===== src/rtl/cbr_pkg.sv =====
package cbr_pkg;
  typedef enum logic [1:0] {
    ST_CONFIG   = 2'd0,
    ST_ACTIVE   = 2'd1,
    ST_BO_HELD  = 2'd2,
    ST_BO_COUNT = 2'd3
  } ctl_state_e;
endpackage


===== src/rtl/cbr_run_counter.sv =====
module cbr_run_counter #(
  parameter int unsigned RUN_LEN = 11
) (
  input  logic clk,
  input  logic rst_n,
  input  logic count_en,
  input  logic bit_strobe,
  input  logic rx_bit,
  output logic seq_tick
);
  localparam int unsigned CW = (RUN_LEN > 1) ? $clog2(RUN_LEN) : 1;
  localparam logic [CW-1:0] LAST = CW'(RUN_LEN - 1);

  logic [CW-1:0] run_q;

  assign seq_tick = count_en && bit_strobe && rx_bit && (run_q == LAST);

  always_ff @(posedge clk) begin
    if (!rst_n || !count_en) begin
      run_q <= '0;
    end else if (bit_strobe) begin
      if (!rx_bit || run_q == LAST) run_q <= '0;
      else                          run_q <= run_q + 1'b1;
    end
  end
endmodule


===== src/rtl/cbr_seq_counter.sv =====
module cbr_seq_counter #(
  parameter int unsigned SEQ_NEEDED = 129
) (
  input  logic clk,
  input  logic rst_n,
  input  logic count_en,
  input  logic seq_tick,
  output logic seq_done
);
  localparam int unsigned SW = $clog2(SEQ_NEEDED + 1);
  localparam logic [SW-1:0] LAST = SW'(SEQ_NEEDED - 1);

  logic [SW-1:0] seq_q;

  assign seq_done = seq_tick && (seq_q == LAST);

  always_ff @(posedge clk) begin
    if (!rst_n || !count_en) begin
      seq_q <= '0;
    end else if (seq_tick) begin
      if (seq_q == LAST) seq_q <= '0;
      else               seq_q <= seq_q + 1'b1;
    end
  end
endmodule


===== src/rtl/cbr_control.sv =====
module cbr_control
  import cbr_pkg::*;
(
  input  logic clk,
  input  logic rst_n,
  input  logic busoff_evt,
  input  logic init_wr_en,
  input  logic init_wr_data,
  input  logic seq_done,
  output logic count_en,
  output logic init_bit,
  output logic bus_en,
  output logic done_pulse
);
  ctl_state_e state_q, state_d;
  logic done_q;

  always_comb begin
    state_d = state_q;
    if (busoff_evt) begin
      state_d = ST_BO_HELD;
    end else begin
      unique case (state_q)
        ST_CONFIG:   if (init_wr_en && !init_wr_data) state_d = ST_ACTIVE;
        ST_ACTIVE:   if (init_wr_en &&  init_wr_data) state_d = ST_CONFIG;
        ST_BO_HELD:  if (init_wr_en && !init_wr_data) state_d = ST_BO_COUNT;
        ST_BO_COUNT: begin
          if (seq_done)
            state_d = (init_wr_en && init_wr_data) ? ST_CONFIG : ST_ACTIVE;
          else if (init_wr_en && init_wr_data)
            state_d = ST_BO_HELD;
        end
        default:     state_d = ST_CONFIG;
      endcase
    end
  end

  always_ff @(posedge clk) begin
    if (!rst_n) begin
      state_q <= ST_CONFIG;
      done_q  <= 1'b0;
    end else begin
      state_q <= state_d;
      done_q  <= seq_done && !busoff_evt && (state_q == ST_BO_COUNT);
    end
  end

  assign count_en   = (state_q == ST_BO_COUNT);
  assign init_bit   = (state_q == ST_CONFIG) || (state_q == ST_BO_HELD);
  assign bus_en     = (state_q == ST_ACTIVE) || done_q;
  assign done_pulse = done_q;
endmodule


===== src/rtl/can_busoff_recovery.sv =====
module can_busoff_recovery #(
  parameter int unsigned RUN_LEN    = 11,
  parameter int unsigned SEQ_NEEDED = 129
) (
  input  logic clk,
  input  logic rst_n,
  input  logic busoff_evt,
  input  logic bit_strobe,
  input  logic rx_bit,
  input  logic init_wr_en,
  input  logic init_wr_data,
  output logic init_bit,
  output logic bus_en,
  output logic recovery_done,
  output logic err_clear
);
  logic count_en;
  logic seq_tick;
  logic seq_done;
  logic done_pulse;

  cbr_run_counter #(.RUN_LEN(RUN_LEN)) u_run (
    .clk(clk), .rst_n(rst_n), .count_en(count_en),
    .bit_strobe(bit_strobe), .rx_bit(rx_bit), .seq_tick(seq_tick)
  );

  cbr_seq_counter #(.SEQ_NEEDED(SEQ_NEEDED)) u_seq (
    .clk(clk), .rst_n(rst_n), .count_en(count_en),
    .seq_tick(seq_tick), .seq_done(seq_done)
  );

  cbr_control u_ctl (
    .clk(clk), .rst_n(rst_n), .busoff_evt(busoff_evt),
    .init_wr_en(init_wr_en), .init_wr_data(init_wr_data),
    .seq_done(seq_done), .count_en(count_en), .init_bit(init_bit),
    .bus_en(bus_en), .done_pulse(done_pulse)
  );

  assign recovery_done = done_pulse;
  assign err_clear     = done_pulse;
endmodule


===== config.mk =====
export PLATFORM = sky130hd
export DESIGN_NAME = can_busoff_recovery
export DESIGN_NICKNAME = d
export VERILOG_FILES = /design/src/rtl/cbr_pkg.sv /design/src/rtl/cbr_run_counter.sv /design/src/rtl/cbr_seq_counter.sv /design/src/rtl/cbr_control.sv /design/src/rtl/can_busoff_recovery.sv
export SDC_FILE = /design/constraint.sdc
export NUM_CORES = 1
export LEC_CHECK = 0
export ABC_CLOCK_PERIOD_IN_PS = 2100
export BUFFER_PORTS_ARGS = -buffer_cell sky130_fd_sc_hd__clkbuf_2
export CAP_MARGIN = 0
export CORE_MARGIN = 3
export CORE_UTILIZATION = 33
export DETAILED_ROUTE_END_ITERATION = 7
export PLACE_DENSITY = 0.57
export SLEW_MARGIN = 20
export SYNTH_ARGS = -nofsm -noshare
export SYNTH_HDL_FRONTEND = slang
export SYNTH_SLANG_ARGS = --single-unit

===== constraint.sdc =====
create_clock -name clk -period 2.1 [get_ports clk]
set_clock_uncertainty 0.15 [all_clocks]
set_input_delay 0.42 -clock clk [delete_from_list [all_inputs] [get_ports clk]]
set_output_delay 0.42 -clock clk [all_outputs]
set_load 0.02 [all_outputs]

==> metrics.md, run 1 <==
| Metric | Value |
|---|---|
| Clock Latency Late Sink | `0.27 ns` |
| CTS Hold Bufs | `0` |
| DRC | `0` |
| Post-synth EDFFs | `0` |
| CTS root buf | `clkbuf_4` |
| Highest ir drop seen on vdd | `0.260 mV` |
| Power density over cell area | `534 nW/µm²` |
| Layout cell share with drive strength beyond 1 | `20.8%` |
| Unique masters post-synth | `29` |
| Setup TNS | `0 ns` |
| Leakage dissipation | `0.323 nW` |
| ANT cells | `0` |
| Element type at the critical path end | `flop` |
| Total CTS buffers | `3` |
| Synth Flop Type | `dfxtp_1` |
| Detail Route Antenna Nets | `0` |
| Worst Setup Path Type | `flop to flop` |
| Pre-antenna DRT Iters | `4` |
| Final wirelength | `1340 µm` |
| Setup Fix Bufs, Post-CTS | `0` |
| Num ports | `11` |
| CTS tree | `built` |
| DP HPWL | `1020 µm` |
| Minimum clock period | `1.74 ns` |
| Mapped Area | `805 µm²` |
| Count of final hold-check violations | `0` |
| Reg2Reg Setup Slack | `0.36 ns` |
| Synth warnings | `0` |
| H-tree lvl count | `1` |
| Largest net degree at the start of global routing | `12` |
| Die width | `55.4 µm` |
| Post-Syn Nets | `97` |
| Seq/Total Area, Yosys | `37.3%` |
| GRT Util Overall | `9.70%` |
| Max Cap Viol | `0` |
| Max Clk Rate | `575 MHz` |
| Slew HR | `72.6%` |
| RSZ-0062 raised after global routing | `false` |
| Post-Syn Instances | `86` |
| GP Congestion | `0.800` |
| Top cells by area, synth | `dfxtp_1 (37%), xnor2_1 (7.6%), ha_1 (6.2%), nor4_2 (6.2%), nor2_1 (6.1%)` |
| DR vias | `608` |
| CTS sink count | `15` |
| Non-filler instance count after layout | `124` |
| Initial antenna violation count | `0` |
| DRT iter0 DRCs | `17` |
| First-pass GRT wire length | `2430 µm` |
| Max Slew Vio Count | `0` |
| Async set or reset register ratio after synthesis | `0%` |
| Worst R2R End | `u_seq.seq_q[7]$_SDFFE_PP0N_` |
| Worst R2R Path Depth | `6` |
| Starting Density | `35.7%` |
| Clock slew at reported path FFs | `0.09 ns` |
| GR Overflow Total | `0` |
| Flops & latches, synth | `15` |
| Fin nets | `108` |
| Max clock buf depth | `2` |
| Top cell type by total area after synthesis | `dfxtp_1` |
| Period utilisation layout | `82.8%` |
| Final count of negative-setup-slack endpoints | `0` |
| Rows | `17` |
| Core area | `2250 µm²` |
| DR vias/cell | `4.90` |
| Hold_sp | `busoff_evt` |
| CP required | `2.12 ns` |
| Number of global-route vias before repair | `566` |
| DR WL/cell | `10.8 µm` |
| Synth top cells by count | `dfxtp_1 (15), nor2_1 (13), xnor2_1 (7)` |
| Hold EP | `u_ctl.done_pulse$_SDFF_PN0_` |
| Top-count cell post-synth | `dfxtp_1` |
| Reg2reg start | `u_seq.seq_q[0]$_SDFFE_PP0N_` |
| IO Port Bufs | `10` |
| Worst hold path class | `input port to flop` |
| Arr. time, crit path | `1.76 ns` |
| Critical Path Fanout Max | `6` |
| Die area | `3070 µm²` |
| Hold Path Depth | `2` |
| Die height | `55.4 µm` |
| Startpoint Class | `flop` |
| Status | `completed` |
| Synth top area share | `37.3%` |
| Mean Syn Cell Area | `9.35 µm²` |
| Layout area overhead | `10.1%` |
| Cells after DPL | `120` |
| Post-CTS resize count | `0` |
| Tightest Pin Transition | `0.405 ns` |
registers in the layout, indices dropped and copies added (netlist names):
| name | flops |
|---|---|
| u_ctl.done_pulse | 1 |
| u_ctl.state_q | 2 |
| u_run.run_q | 4 |
| u_seq.seq_q | 8 |
cells in the final DEF, fill, tap and decap left out:
cell,n
nand4b_1,1
a21o_1,1
nand3_1,4
nand3b_4,1
nand2_1,4
nor3b_1,1
a22oi_1,1
dfxtp_1,15
inv_1,6
xor2_1,2
mux2i_1,1
ha_1,4
clkbuf_4,3
nand4_4,1
or2_2,1
clkbuf_2,10
o21bai_1,1
clkbuf_1,1
nor4b_1,1
a2111oi_0,1
nand4bb_1,1
a21oi_1,2
nor2_1,13
nand4_1,3
nor3_1,3
a211oi_1,1
nand2b_1,2
nor4_2,4
xnor2_1,7
cells by family (layout without fill, tap and decap cells):
logic type      count (synthesis)  in the layout  synth area share [%]
buf+inv                        10             20                  6.53
mux                             1              1                  1.24
flops                          15             15                  37.3
fa+ha+maj                       4              4                  6.22
simple gates                   40             40                  32.8
xor+xnor                        9              9                  9.80
compound gates                  7              7                  6.07
critical path, stage by stage (launching register included):
cell,delay [ns]
dfxtp_1,0.36
inv_1,0.10
ha_1,0.14
nor4b_1,0.35
nand4bb_1,0.22
nand2b_1,0.24
nor2_1,0.08
power breakdown:
part / internal [W] / switching, W
Combinational: 0.00000849 / 0.0000114
Sequential: 0.000286 / 0.00000330
Clock: 0.0000735 / 0.0000894
metal layers:
layer | share of wire, % | up-vias | global-route usage, %
met5 | 0 | - | 0
met2 | 44 | 13 | 14.2
met1 | 50 | 273 | 12.7
li1 | - | 320 | -
met4 | 0.74 | 0 | 6.25
met3 | 5.1 | 2 | 2.10
layout make-up:
class | instances | area (µm²)
clock buffer | 4 | 26.3
fill | 243 | 1370
inverter | 6 | 22.5
multi-input combinational | 61 | 452
sequential | 15 | 300
tap | 28 | 35.0
timing repair buffer | 10 | 50.0
through the flow:
stage / total power [W] / hold WS, ns / util, % / cell area (µm²) / setup slack, ns
floorplan: 0.000308 / 0.327 / - / 805 / 0.553
global placement: 0.000317 / 0.352 / 38.1 / 860 / 0.417
detailed placement: 0.000317 / 0.363 / 38.1 / 860 / 0.415
CTS: 0.000481 / 0.180 / 39.3 / 886 / 0.348
global route: 0.000498 / 0.165 / 39.3 / 886 / 0.131
finish: 0.000473 / 0.185 / 39.3 / 886 / 0.361
how the worst max path moves through the flow:
stage,startpoint,endpoint,slack (ns),depth (start not counted)
3_5_place_dp,u_seq.seq_q[0]$_SDFFE_PP0N_,u_seq.seq_q[7]$_SDFFE_PP0N_,0.41,6
4_1_cts,u_seq.seq_q[0]$_SDFFE_PP0N_,u_seq.seq_q[7]$_SDFFE_PP0N_,0.35,6
2_1_floorplan,u_run.run_q[0]$_SDFFE_PP0P_,u_seq.seq_q[1]$_SDFFE_PP0N_,0.55,7
3_3_place_gp,u_seq.seq_q[0]$_SDFFE_PP0N_,u_seq.seq_q[7]$_SDFFE_PP0N_,0.42,6
6_report,u_seq.seq_q[0]$_SDFFE_PP0N_,u_seq.seq_q[7]$_SDFFE_PP0N_,0.36,6
5_1_grt,u_seq.seq_q[0]$_SDFFE_PP0N_,u_seq.seq_q[2]$_SDFFE_PP0N_,0.13,6
Note: power is estimated with default switching activity, not from simulation.
==> inputs of run 2 (changes only) <==
Settings changed: ABC_CLOCK_PERIOD_IN_PS 2100 to 1500, PLACE_DENSITY 0.57 to 0.59.
Clock period 2.1 ns to 1.5 ns, I/O delays scaled along.
==> run 2 against run 1 <==
Against the previous run: the flow now finishes with violations (negative setup slack); clock power rose by 44%; sequential power grew 39%; register-to-register slack lost 0.36 ns; worst setup slack worse by 0.38 ns; final cell count is 17% higher; critical path type is now flop to output pin.
==> metrics.md, run 2 (synthesis results as in run 1) <==
| Metric | Value |
|---|---|
| Status | `complete, but fails checks` |
| Failing checks | `negative setup slack` |
| Tightest Pin Transition | `0.401 ns` |
| CTS Hold Bufs | `0` |
| Largest net degree at the start of global routing | `10` |
| CP top delay family | `flip-flops` |
| IO Port Bufs | `10` |
| Starting Density | `35.7%` |
| Clock slew at reported path FFs | `0.09 ns` |
| Minimum clock period | `1.52 ns` |
| DR vias/cell | `4.99` |
| Total CTS buffers | `3` |
| Crit-path cells | `buf_6, inv_2, o21bai_1, buf_4` |
| Element type at the critical path end | `output pin` |
| Detail Route Antenna Nets | `0` |
| DR WL/cell | `14.5 µm` |
| Pre-CTS WS | `-0.142 ns` |
| CTS sink count | `15` |
| Slew HR | `72.5%` |
| Reg with most FFs | `u_seq.seq_q` |
| Commonest non-fill, non-tap cell in the layout | `buf_4` |
| Worst setup path startpoint | `u_ctl.state_q[0]$_SDFFE_PP0P_` |
| Crit-path max cell delay | `0.35 ns` |
| Cells after DPL | `133` |
| First-pass GRT wire length | `3260 µm` |
| Die width | `55.4 µm` |
| CP max-delay cell | `dfxtp_2` |
| Multi-input gate area | `618 µm²` |
| ANT cells | `0` |
| Worst hold path class | `input port to flop` |
| Final WS setup | `-0.0225 ns` |
| Period utilisation layout | `102%` |
| Core area | `2250 µm²` |
| Reg2reg start | `u_ctl.state_q[0]$_SDFFE_PP0P_` |
| DP HPWL | `1220 µm` |
| Most frequent cells in the layout | `buf_4 (16), nor2_1 (13), dfxtp_2 (9), clkbuf_2 (8), xnor2_1 (7)` |
| CP required | `1.05 ns` |
| Num ports | `11` |
| Final count of negative-setup-slack endpoints | `1` |
| Max clock buf depth | `2` |
| Initial antenna violation count | `0` |
| Final wirelength | `2100 µm` |
| Final Hold Slack | `0.0609 ns` |
| Die area | `3070 µm²` |
| CTS tree | `built` |
| Biggest regs | `u_seq.seq_q x8, u_run.run_q x4, u_ctl.state_q x2` |
| Fin nets | `129` |
| Highest ir drop seen on vdd | `0.453 mV` |
| Total power | `0.000699 W` |
| Power density over cell area | `567 nW/µm²` |
| Clock Latency Late Sink | `0.29 ns` |
| Arr. time, crit path | `1.07 ns` |
| Fillers | `223` |
| DRC | `0` |
| Layout cell share with drive strength beyond 1 | `56.4%` |
| GRT Util Overall | `13.6%` |
| GR Overflow Total | `0` |
| Max reg flops | `8` |
| Worst Setup Path Type | `flop to output pin` |
| GP Congestion | `0.824` |
| Flip-flop and latch area | `312 µm²` |
| Hold_sp | `init_wr_data` |
| Layout area overhead | `53.0%` |
| CTS root buf | `clkbuf_4` |
| Rows | `17` |
| Max Slew Vio Count | `0` |
| RSZ-0062 raised after global routing | `true` |
| H-tree lvl count | `1` |
| Startpoint Class | `flop` |
| DRT iter0 DRCs | `8` |
| Count of final hold-check violations | `0` |
| Max Clk Rate | `657 MHz` |
| Max Cap Viol | `0` |
| Number of global-route vias before repair | `705` |
| Die height | `55.4 µm` |
| Leakage dissipation | `0.586 nW` |
| Critical Path Fanout Max | `2` |
| DR vias | `724` |
| Buf/Inv on CP | `3` |
| Non-filler instance count after layout | `145` |
| Pre-antenna DRT Iters | `4` |
## run 2: changes by cell type in the layout (fill, tap and decap cells not counted), moves of 4 or more
| cell | previous run | this run |
|---|---|---|
| dfxtp_1 | 15 | 6 |
| dfxtp_2 | 0 | 9 |
| nor4_2 | 4 | 0 |
| buf_6 | 0 | 5 |
| inv_1 | 6 | 1 |
| nor4_4 | 0 | 4 |
| buf_4 | 0 | 16 |
| inv_2 | 0 | 5 |
## run 2: area by class of cell
cell class | instances | area share (%)
repair buffers | 29 | 17.6
clock inverters | 1 | 0.407
flip-flops and latches | 15 | 25.3
well taps | 28 | 2.85
multi-input cells | 63 | 50.2
inverters | 6 | 1.83
clock buffers | 3 | 1.83
## run 2: routing by layer
layer / vias up / part of all wire, % / GRT usage, %
met5: - / 0 / 0
met4: 0 / 1.1 / 6.25
met3: 4 / 2.9 / 2.80
met2: 12 / 49 / 24.5
met1: 341 / 47 / 15.2
li1: 367 / - / -
## run 2: stage by stage
stage	setup TNS (ns)	instance area [µm²]	util [%]
global placement	-0.279	963	42.7
finish	-0.0225	1230	54.6
global route	-0.262	1230	54.6
CTS	-0.0327	1110	49.1
floorplan	0	811	-
detailed placement	-0.943	963	42.7
## run 2: worst reg2reg max path, cell delays in order (launching register included)
cell and delay, ns:
dfxtp_2 0.35, buf_4 0.14, nand4_4 0.20, nor4_4 0.33, xnor2_1 0.17, nor2_1 0.06
## run 2: path summary, 6_finish.rpt
kind / end / slack [ns] / cells after the start
worst min register to register: u_seq.seq_q[7]$_SDFFE_PP0N_ / 0.39 / 2
worst max register to register: u_seq.seq_q[5]$_SDFFE_PP0N_ / 0 / 5
worst max-delay path: bus_en / -0.02 / 4
worst min-delay path: u_ctl.state_q[0]$_SDFFE_PP0P_ / 0.06 / 2
## run 2: timing repair
| item | in CTS | in global routing |
|---|---|---|
| pin swaps | 2 | 17 |
| endpoints found under the setup margin | 10 | 15 |
| resized for setup | 12 | 28 |
| setup buffers | 4 | 2 |
| gates cloned | 1 | 1 |
## run 2: power breakdown
group	total [W]	leakage [nW]	internal [W]	switching, W
Sequential	0.000404	0.125	0.000402	0.00000244
Combinational	0.0000610	0.442	0.0000289	0.0000321
Clock	0.000234	0.0177	0.0000993	0.000134
Total	0.000699	0.586	0.000530	0.000169
